==> config.mk <==
export PLATFORM = sky130hd
export DESIGN_NAME = dataFifoLevel
export DESIGN_NICKNAME = d
export VERILOG_FILES = /design/src/rtl/dataFifoPkg.sv /design/src/rtl/fifoStore.sv /design/src/rtl/levelCtrl.sv /design/src/rtl/dataFifoLevel.sv
export SDC_FILE = /design/constraint.sdc
export NUM_CORES = 1
export LEC_CHECK = 0
export BUFFER_PORTS_ARGS = -buffer_cell sky130_fd_sc_hd__buf_2
export CAP_MARGIN = 10
export CORE_MARGIN = 2
export CORE_UTILIZATION = 60
export DETAILED_ROUTE_END_ITERATION = 8
export PLACE_DENSITY = 0.79
export SLEW_MARGIN = 30
export SYNTH_ARGS = -nofsm -noshare
export SYNTH_HDL_FRONTEND = slang
export SYNTH_SLANG_ARGS = --single-unit
==> constraint.sdc <==
create_clock -name clk -period 5.15 [get_ports clk]
set_input_delay 1.03 -clock clk [delete_from_list [all_inputs] [get_ports clk]]
set_output_delay 1.03 -clock clk [all_outputs]
set_load 0.005 [all_outputs]
==> src/rtl/dataFifoPkg.sv <==
package dataFifoPkg;
  localparam int DATA_W = 16;
  localparam int RX_LVL_BIT = 10;
  localparam int TX_LVL_BIT = 11;
  localparam int CFG_RX_DMA = 15;
  localparam int CFG_AF_LSB = 8;
  localparam int CFG_TX_DMA = 7;
  localparam int CFG_AE_LSB = 0;

  typedef struct packed {
    logic push;
    logic pop;
    logic [DATA_W-1:0] wdata;
  } fifoStrobe_t;
endpackage

==> src/rtl/fifoStore.sv <==
module fifoStore
  import dataFifoPkg::*;
#(
  parameter int DEPTH = 32,
  localparam int IDX_W = $clog2(DEPTH),
  localparam int CNT_W = IDX_W + 1
) (
  input  logic              clk,
  input  logic              rstN,
  input  fifoStrobe_t       strobe,
  output logic [CNT_W-1:0]  fillCount,
  output logic [DATA_W-1:0] headWord
);
  logic [DATA_W-1:0] mem [DEPTH];
  logic [IDX_W-1:0] startIdx;
  logic [IDX_W-1:0] tailIdx;

  assign tailIdx  = startIdx + fillCount[IDX_W-1:0];
  assign headWord = mem[startIdx];

  always_ff @(posedge clk) begin
    if (!rstN) begin
      for (int i = 0; i < DEPTH; i++) mem[i] <= '0;
    end else if (strobe.push) begin
      mem[tailIdx] <= strobe.wdata;
    end
  end

  always_ff @(posedge clk) begin
    if (!rstN) begin
      startIdx  <= '0;
      fillCount <= '0;
    end else begin
      startIdx  <= startIdx + IDX_W'(strobe.pop);
      fillCount <= fillCount + CNT_W'(strobe.push) - CNT_W'(strobe.pop);
    end
  end
endmodule

==> src/rtl/levelCtrl.sv <==
module levelCtrl
  import dataFifoPkg::*;
#(
  parameter int DEPTH = 32,
  localparam int IDX_W = $clog2(DEPTH),
  localparam int CNT_W = IDX_W + 1,
  localparam logic [15:0] LVL_ONES = 16'((1 << IDX_W) - 1),
  localparam logic [15:0] CFG_MASK = (16'h1 << CFG_RX_DMA) | (16'h1 << CFG_TX_DMA)
                                   | (LVL_ONES << CFG_AF_LSB) | (LVL_ONES << CFG_AE_LSB),
  localparam logic [15:0] CFG_RST  = 16'(DEPTH - 1) << CFG_AF_LSB
) (
  input  logic              clk,
  input  logic              rstN,
  input  logic              dirRx,
  input  logic              xferActive,
  input  logic              regWrEn,
  input  logic [DATA_W-1:0] regWrData,
  input  logic              regRdEn,
  input  logic              cardPushEn,
  input  logic [DATA_W-1:0] cardPushData,
  input  logic              cardPopEn,
  input  logic              cfgWrEn,
  input  logic [15:0]       cfgWrData,
  input  logic [CNT_W-1:0]  fillCount,
  output fifoStrobe_t       strobe,
  output logic [15:0]       cfgRdData,
  output logic              rxDmaReq,
  output logic              txDmaReq,
  output logic              rxLevel,
  output logic              txLevel
);
  logic [15:0] cfgReg;
  logic [IDX_W-1:0] afLevel, aeLevel;
  logic isFull, isEmpty, live, rxHit, txHit;

  always_ff @(posedge clk) begin
    if (!rstN)        cfgReg <= CFG_RST;
    else if (cfgWrEn) cfgReg <= cfgWrData & CFG_MASK;
  end

  assign cfgRdData = cfgReg;
  assign afLevel   = cfgReg[CFG_AF_LSB +: IDX_W];
  assign aeLevel   = cfgReg[CFG_AE_LSB +: IDX_W];

  assign isFull  = (fillCount == CNT_W'(DEPTH));
  assign isEmpty = (fillCount == '0);

  always_comb begin
    strobe.push  = (regWrEn | cardPushEn) & ~isFull;
    strobe.pop   = (regRdEn | cardPopEn) & ~isEmpty;
    strobe.wdata = regWrEn ? regWrData : cardPushData;
  end

  assign live  = xferActive | ~isEmpty;
  assign rxHit = live & dirRx & (fillCount > {1'b0, afLevel});
  assign txHit = live & ~dirRx & (fillCount < {1'b0, aeLevel});

  assign rxDmaReq = rxHit & cfgReg[CFG_RX_DMA];
  assign rxLevel  = rxHit & ~cfgReg[CFG_RX_DMA];
  assign txDmaReq = txHit & cfgReg[CFG_TX_DMA];
  assign txLevel  = txHit & ~cfgReg[CFG_TX_DMA];
endmodule

==> src/rtl/dataFifoLevel.sv <==
module dataFifoLevel
  import dataFifoPkg::*;
#(
  parameter int DEPTH = 32,
  localparam int IDX_W = $clog2(DEPTH),
  localparam int CNT_W = IDX_W + 1
) (
  input  logic              clk,
  input  logic              rstN,
  input  logic              dirRx,
  input  logic              xferActive,
  input  logic              regWrEn,
  input  logic [15:0]       regWrData,
  input  logic              regRdEn,
  output logic [15:0]       regRdData,
  input  logic              cardPushEn,
  input  logic [15:0]       cardPushData,
  input  logic              cardPopEn,
  output logic [15:0]       cardPopData,
  input  logic              cfgWrEn,
  input  logic [15:0]       cfgWrData,
  output logic [15:0]       cfgRdData,
  input  logic [15:0]       otherStatus,
  input  logic [14:0]       intMask,
  output logic [15:0]       statusOut,
  output logic              irq,
  output logic              rxDmaReq,
  output logic              txDmaReq
);
  localparam logic [15:0] LVL_BITS = (16'h1 << RX_LVL_BIT) | (16'h1 << TX_LVL_BIT);

  fifoStrobe_t strobe;
  logic [CNT_W-1:0] fillCount;
  logic [15:0] headWord;
  logic rxLevel, txLevel;

  levelCtrl #(.DEPTH(DEPTH)) u_ctrl (
    .clk(clk), .rstN(rstN), .dirRx(dirRx), .xferActive(xferActive),
    .regWrEn(regWrEn), .regWrData(regWrData), .regRdEn(regRdEn),
    .cardPushEn(cardPushEn), .cardPushData(cardPushData), .cardPopEn(cardPopEn),
    .cfgWrEn(cfgWrEn), .cfgWrData(cfgWrData), .fillCount(fillCount),
    .strobe(strobe), .cfgRdData(cfgRdData), .rxDmaReq(rxDmaReq),
    .txDmaReq(txDmaReq), .rxLevel(rxLevel), .txLevel(txLevel)
  );

  fifoStore #(.DEPTH(DEPTH)) u_store (
    .clk(clk), .rstN(rstN), .strobe(strobe),
    .fillCount(fillCount), .headWord(headWord)
  );

  assign regRdData   = headWord;
  assign cardPopData = headWord;

  always_comb begin
    statusOut = otherStatus & ~LVL_BITS;
    statusOut[RX_LVL_BIT] = rxLevel;
    statusOut[TX_LVL_BIT] = txLevel;
  end

  assign irq = |(statusOut[14:0] & intMask);
endmodule

After elaboration in Yosys (flattened, before gate mapping)
Memory sizes are Yosys's and may differ from the RTL's. A register that Yosys moved wholly into a read port is not among the register bits. Index checks and enable logic that the tools add are counted.

Add/sub/neg operators: 4. $lt $le $gt $ge: 2. Equality and inequality tests: 1. Multiplexer cells: 9. Bitwise gates (word level): 19. Reductions and logical operators: 3.

Operator list (number): 16-bit two-way mux (2); 16-bit OR reduction (1); 15-bit bitwise AND (1); 15-bit OR reduction (1); 1-bit bitwise AND (10); 5-bit two-way mux (2); 6-bit by 1-bit adder with 6-bit output (1); 6-bit == test (second input constant) (1); 6-bit by 5-bit > comparator with 1-bit output (1); 6-bit logical NOT (1); 6-bit by 5-bit < comparator with 1-bit output (1); 6-bit by 1-bit subtractor with 6-bit output (1); 5-bit by 1-bit adder with 5-bit output (1); 5-bit adder (1); 1-bit two-way mux (5); 1-bit NOT (5); 1-bit OR (3).

Flip-flop bits (word level): 23. RAM bits: 512. Input bits: 88. Output and inout port bits: 67. Logic and storage cells: 42. Memories: 1.

Memory list: u_store.mem (words 32, width 16, rd ports 1, clocked after Yosys merged registers in 1, wr ports 32, line fifoStore.sv:14) `logic [DATA_W-1:0] mem [DEPTH];`.

Depth between registers and ports, before layout
Depth in word-level cells: 8. Depth in mapped cells: 13. Mapped depth without buffers: 13.

Cells and area by module
Synthesis repeated with hierarchy kept, for this count alone.

Cell total of the unflattened synthesis: 1827. Area total of the unflattened synthesis: 25231.7 µm².

Modules (own cells, without submodules): fifoStore (times used 1, cells each 1677, area each 23949.2 µm², sequential area each 15595.0 µm²); levelCtrl (times used 1, cells each 109, area each 972.2 µm², sequential area each 240.2 µm²); dataFifoLevel (times used 1, cells each 41, area each 310.3 µm², sequential area each 0.0 µm²).

Least setup slack after synthesis
Ideal clock, no wire load.

Kind: register -> register. Start point: register u_store.startIdx[1]. End point: memory u_store.mem[26][0], enable pin. Setup time: 0.414 ns. Data arrival time: 3.347 ns. Data required time: 4.736 ns. Setup slack: 1.388 ns. Cell stages (with the launch flop): 8. Buffers on the path: 3. Clock period less this slack: 3.762 ns. Path through: dfxtp_1 -> buf_2 -> inv_1 -> fa_1 -> clkbuf_1 -> or4_1 -> clkbuf_1 -> o31ai_1.

RTL lines: start, declared (line fifoStore.sv:15) `logic [IDX_W-1:0] startIdx;`; start signal, assigned (line fifoStore.sv:34) `startIdx <= startIdx + IDX_W'(strobe.pop);`; end, declared (line fifoStore.sv:14).

==> metrics.txt <==
outcome complete, no violations; hold endpoint u_ctrl.cfgRdData[10]$_SDFFE_PN1P_; Max VDD drop 590.4 uV; Critical Path AT 3.75 ns; CTS sink cnt 535; Root Driver clkbuf_16; commonest non-fill, non-tap cell in the layout nor3_1; worst slew pin tran 0.9741 ns; initial antenna violation count 3; period utilization 92.77%; HP Class register to register; worst clock skew 0.01514 ns; Worst Setup End Kind output pin; P_int 8993 uW; register share of total power 36.3%; DR iter-0 viols 2875; pre-CTS setup slack 1.069 ns; gr usage total 34.34%; area of the mapped netlist 0.02517 mm2; IO Pins 155; initial core utilization 60.41%; Startpoint Class register; H-tree Lvls 2; Layout area overhead 12.71%; Clk pin slew, worst setup/hold paths 0.06 ns; clock share of power 25.0%; Post-DRT Antenna Nets 0; hold path cells 2; # Max-Cap Violations 0; routed vias/inst 7.156; RSZ-0062 raised after global routing false; main combinational cell family by area after synthesis simple AND/OR/NAND/NOR gates; FP Rows 75; top_reg_cell synth edfxtp_1; Setup TNS 0 ns; post-place instance area 0.02668 mm2; hold_sp u_ctrl.cfgRdData[10]$_SDFFE_PN1P_; gr ovfl total 0; drt wl/cell 29.93 um; Fmax 0.2093 GHz; asr flop ratio synth 0%; Final #Nets 2005; Post-DP HPWL 45440 um; Cell Pwr Density 526.0 mW/mm2; gpl congestion 0.9091; Switching Share 39.73%; worst skew pair latency 0.62 ns; Die Y 208.8 um; # port buffers 142; critical path required time 4.12 ns; Reg2Reg Setup Slack 1.12 ns; Core ar. 0.04167 mm2; post-synthesis compound-gate area fraction 5.224%; routed wire length 74040 um; design area 0.02837 mm2; synth unique cells 62; CTS tree done; Post-Synth XOR/XNOR Area 0.3828%; global-route wire length before repair 109400 um; #FFs+latches synth 535; number of enable flip-flop cells after synthesis 512; CP max FO 31; FF-to-FF path depth 6; total CTS buffers 53; Max Slew Vio Count 0; Final Critical Period 4.778 ns; Fin Hold WS 0.5149 ns; synth warn 0; most frequent cells in the layout nor3_1 (514), edfxtp_1 (512), buf_2 (141), mux4_2 (97), buf_4 (77); sequential share of the synthesized area 62.91%; R2R Path End u_store.mem[14][6]$_SDFFCE_PN0P_; DRC viols 0; Rel. slew slack 34.86%; full die area 0.04361 mm2; Cells after Synth 1826; simple-gate share of the synthesized area 13.09%; share of layout cells above drive strength 1 24.78%; Post-Synth Adder-Cell Area 1.352%; total net switching power 5929 uW; DR pass1 iterations 6; Post-CTS Setup Bufs 0; mux share of post-synthesis cell area 12.35%; WS Path Type register to output pin; final setup violation count 0; CTS max path bufs 3; Worst R2R Start u_store.startIdx[0]$_SDFF_PN0_; pin count of the biggest net entering global routing 114; static leakage 0.009396 uW; combinational share of power 38.7%; die width 208.8 um; Final Hold Vio Count 0; Final WS setup 0.3722 ns; Hold Buf Count CTS 0; vias in the first global route 17367; Post-Syn Area per Cell 13.78 um2; Vias 17703; Post-CTS Resized 0
[sequential cells by signal, summed over array words and instances (netlist names)]
name / cells
u_ctrl.cfgRdData: 12
u_store.startIdx: 5
u_store.mem: 512
u_store.fillCount: 6
[cell type report]
cell class | count | area, um2
Clock buffer | 67 | 1400
Timing Repair Buffer | 224 | 1419
Sequential cell | 535 | 15840
Fill cell | 2823 | 13300
Antenna cell | 2 | 5.005
Clock inverter | 30 | 231.5
Multi-Input combinational cell | 1053 | 8705
Tap cell | 539 | 674.4
Inverter | 24 | 90.09
[power groups by stage]
stage               clock network [uW]  registers, uW  logic, uW
detailed placement                   0           5510       5550
finish                            3730           5420       5770
CTS                               3710           5420       5590
global route                      3870           5460       6040
global placement                     0           5470       5390
floorplan                            0           5410       3820
[routing by layer]
layer  up-vias  share of wire (%)  GRT usage [%]  wire length (um)
met1      8583                 35          47.05             25670
met3       225                 15          9.137             11140
met2      1550                 45          50.89             33240
met4         6                5.3          18.35              3956
met5         -              0.049              0                36
li1       7339                  -              -                 -
[stage by stage]
step	utilization (%)	total power, uW	cells
detailed placement	64.03	11060	2372
global route	68.08	15370	2472
CTS	67.95	14730	2469
global placement	63.95	10860	2370
finish	68.09	14920	2474
floorplan	-	9230	1829
[synth_stat cells (all sizes together), types with 4 or more instances]
cell / n / area [um2]
a2111oi: 7 / 65.06
a21oi: 35 / 186.4
a22o: 7 / 61.31
a22oi: 38 / 285.3
a31oi: 4 / 25.02
and2: 5 / 31.28
buf: 117 / 710.7
clkbuf: 100 / 375.4
dfxtp: 23 / 460.4
edfxtp: 512 / 15370
ha: 24 / 300.3
inv: 24 / 90.09
mux2: 16 / 180.2
mux2i: 74 / 744.5
mux4: 97 / 2185
nand2: 72 / 320.3
nand2b: 5 / 31.28
nand3: 5 / 25.02
nor2: 23 / 86.33
nor3: 514 / 2572
nor4: 4 / 55.05
o211ai: 4 / 30.03
o21ai: 6 / 37.54
o221ai: 26 / 227.7
o22ai: 6 / 37.54
o31ai: 32 / 240.2
xnor2: 7 / 61.31
xor2: 4 / 35.03
[critical path, cell delays in order (launching register included)]
cell      delay, ns
dfxtp_4        0.71
nand3b_1       0.82
o221ai_1       0.45
a21oi_1        0.10
a22oi_1        0.80
buf_2          0.26
[worst max path at each step]
| stage | slack, ns | start | cells after the start | end |
|---|---|---|---|---|
| CTS | 0.51 | u_store.startIdx[2]$_SDFF_PN0_ | 6 | cardPopData[6] |
| floorplan | 1.39 | u_store.startIdx[1]$_SDFF_PN0_ | 7 | u_store.mem[26][0]$_SDFFCE_PN0P_ |
| global placement | 1.15 | regWrEn | 5 | u_store.mem[14][13]$_SDFFCE_PN0P_ |
| finish | 0.37 | u_store.startIdx[2]$_SDFF_PN0_ | 5 | cardPopData[1] |
| detailed placement | 1.07 | regWrEn | 5 | u_store.mem[14][6]$_SDFFCE_PN0P_ |
| global route | 0.28 | u_store.startIdx[2]$_SDFF_PN0_ | 5 | regRdData[1] |
[kinds of logic after synthesis]
kind of cell	after synthesis
other	1
muxes	187
adders and majority gates	26
buffers and inverters	241
DFF	535
xor gates and xnor gates	11
and+or+nand+nor	646
AOI/OAI and AO/OA	179
No activity file was read; power rests on OpenSTA's default activity.
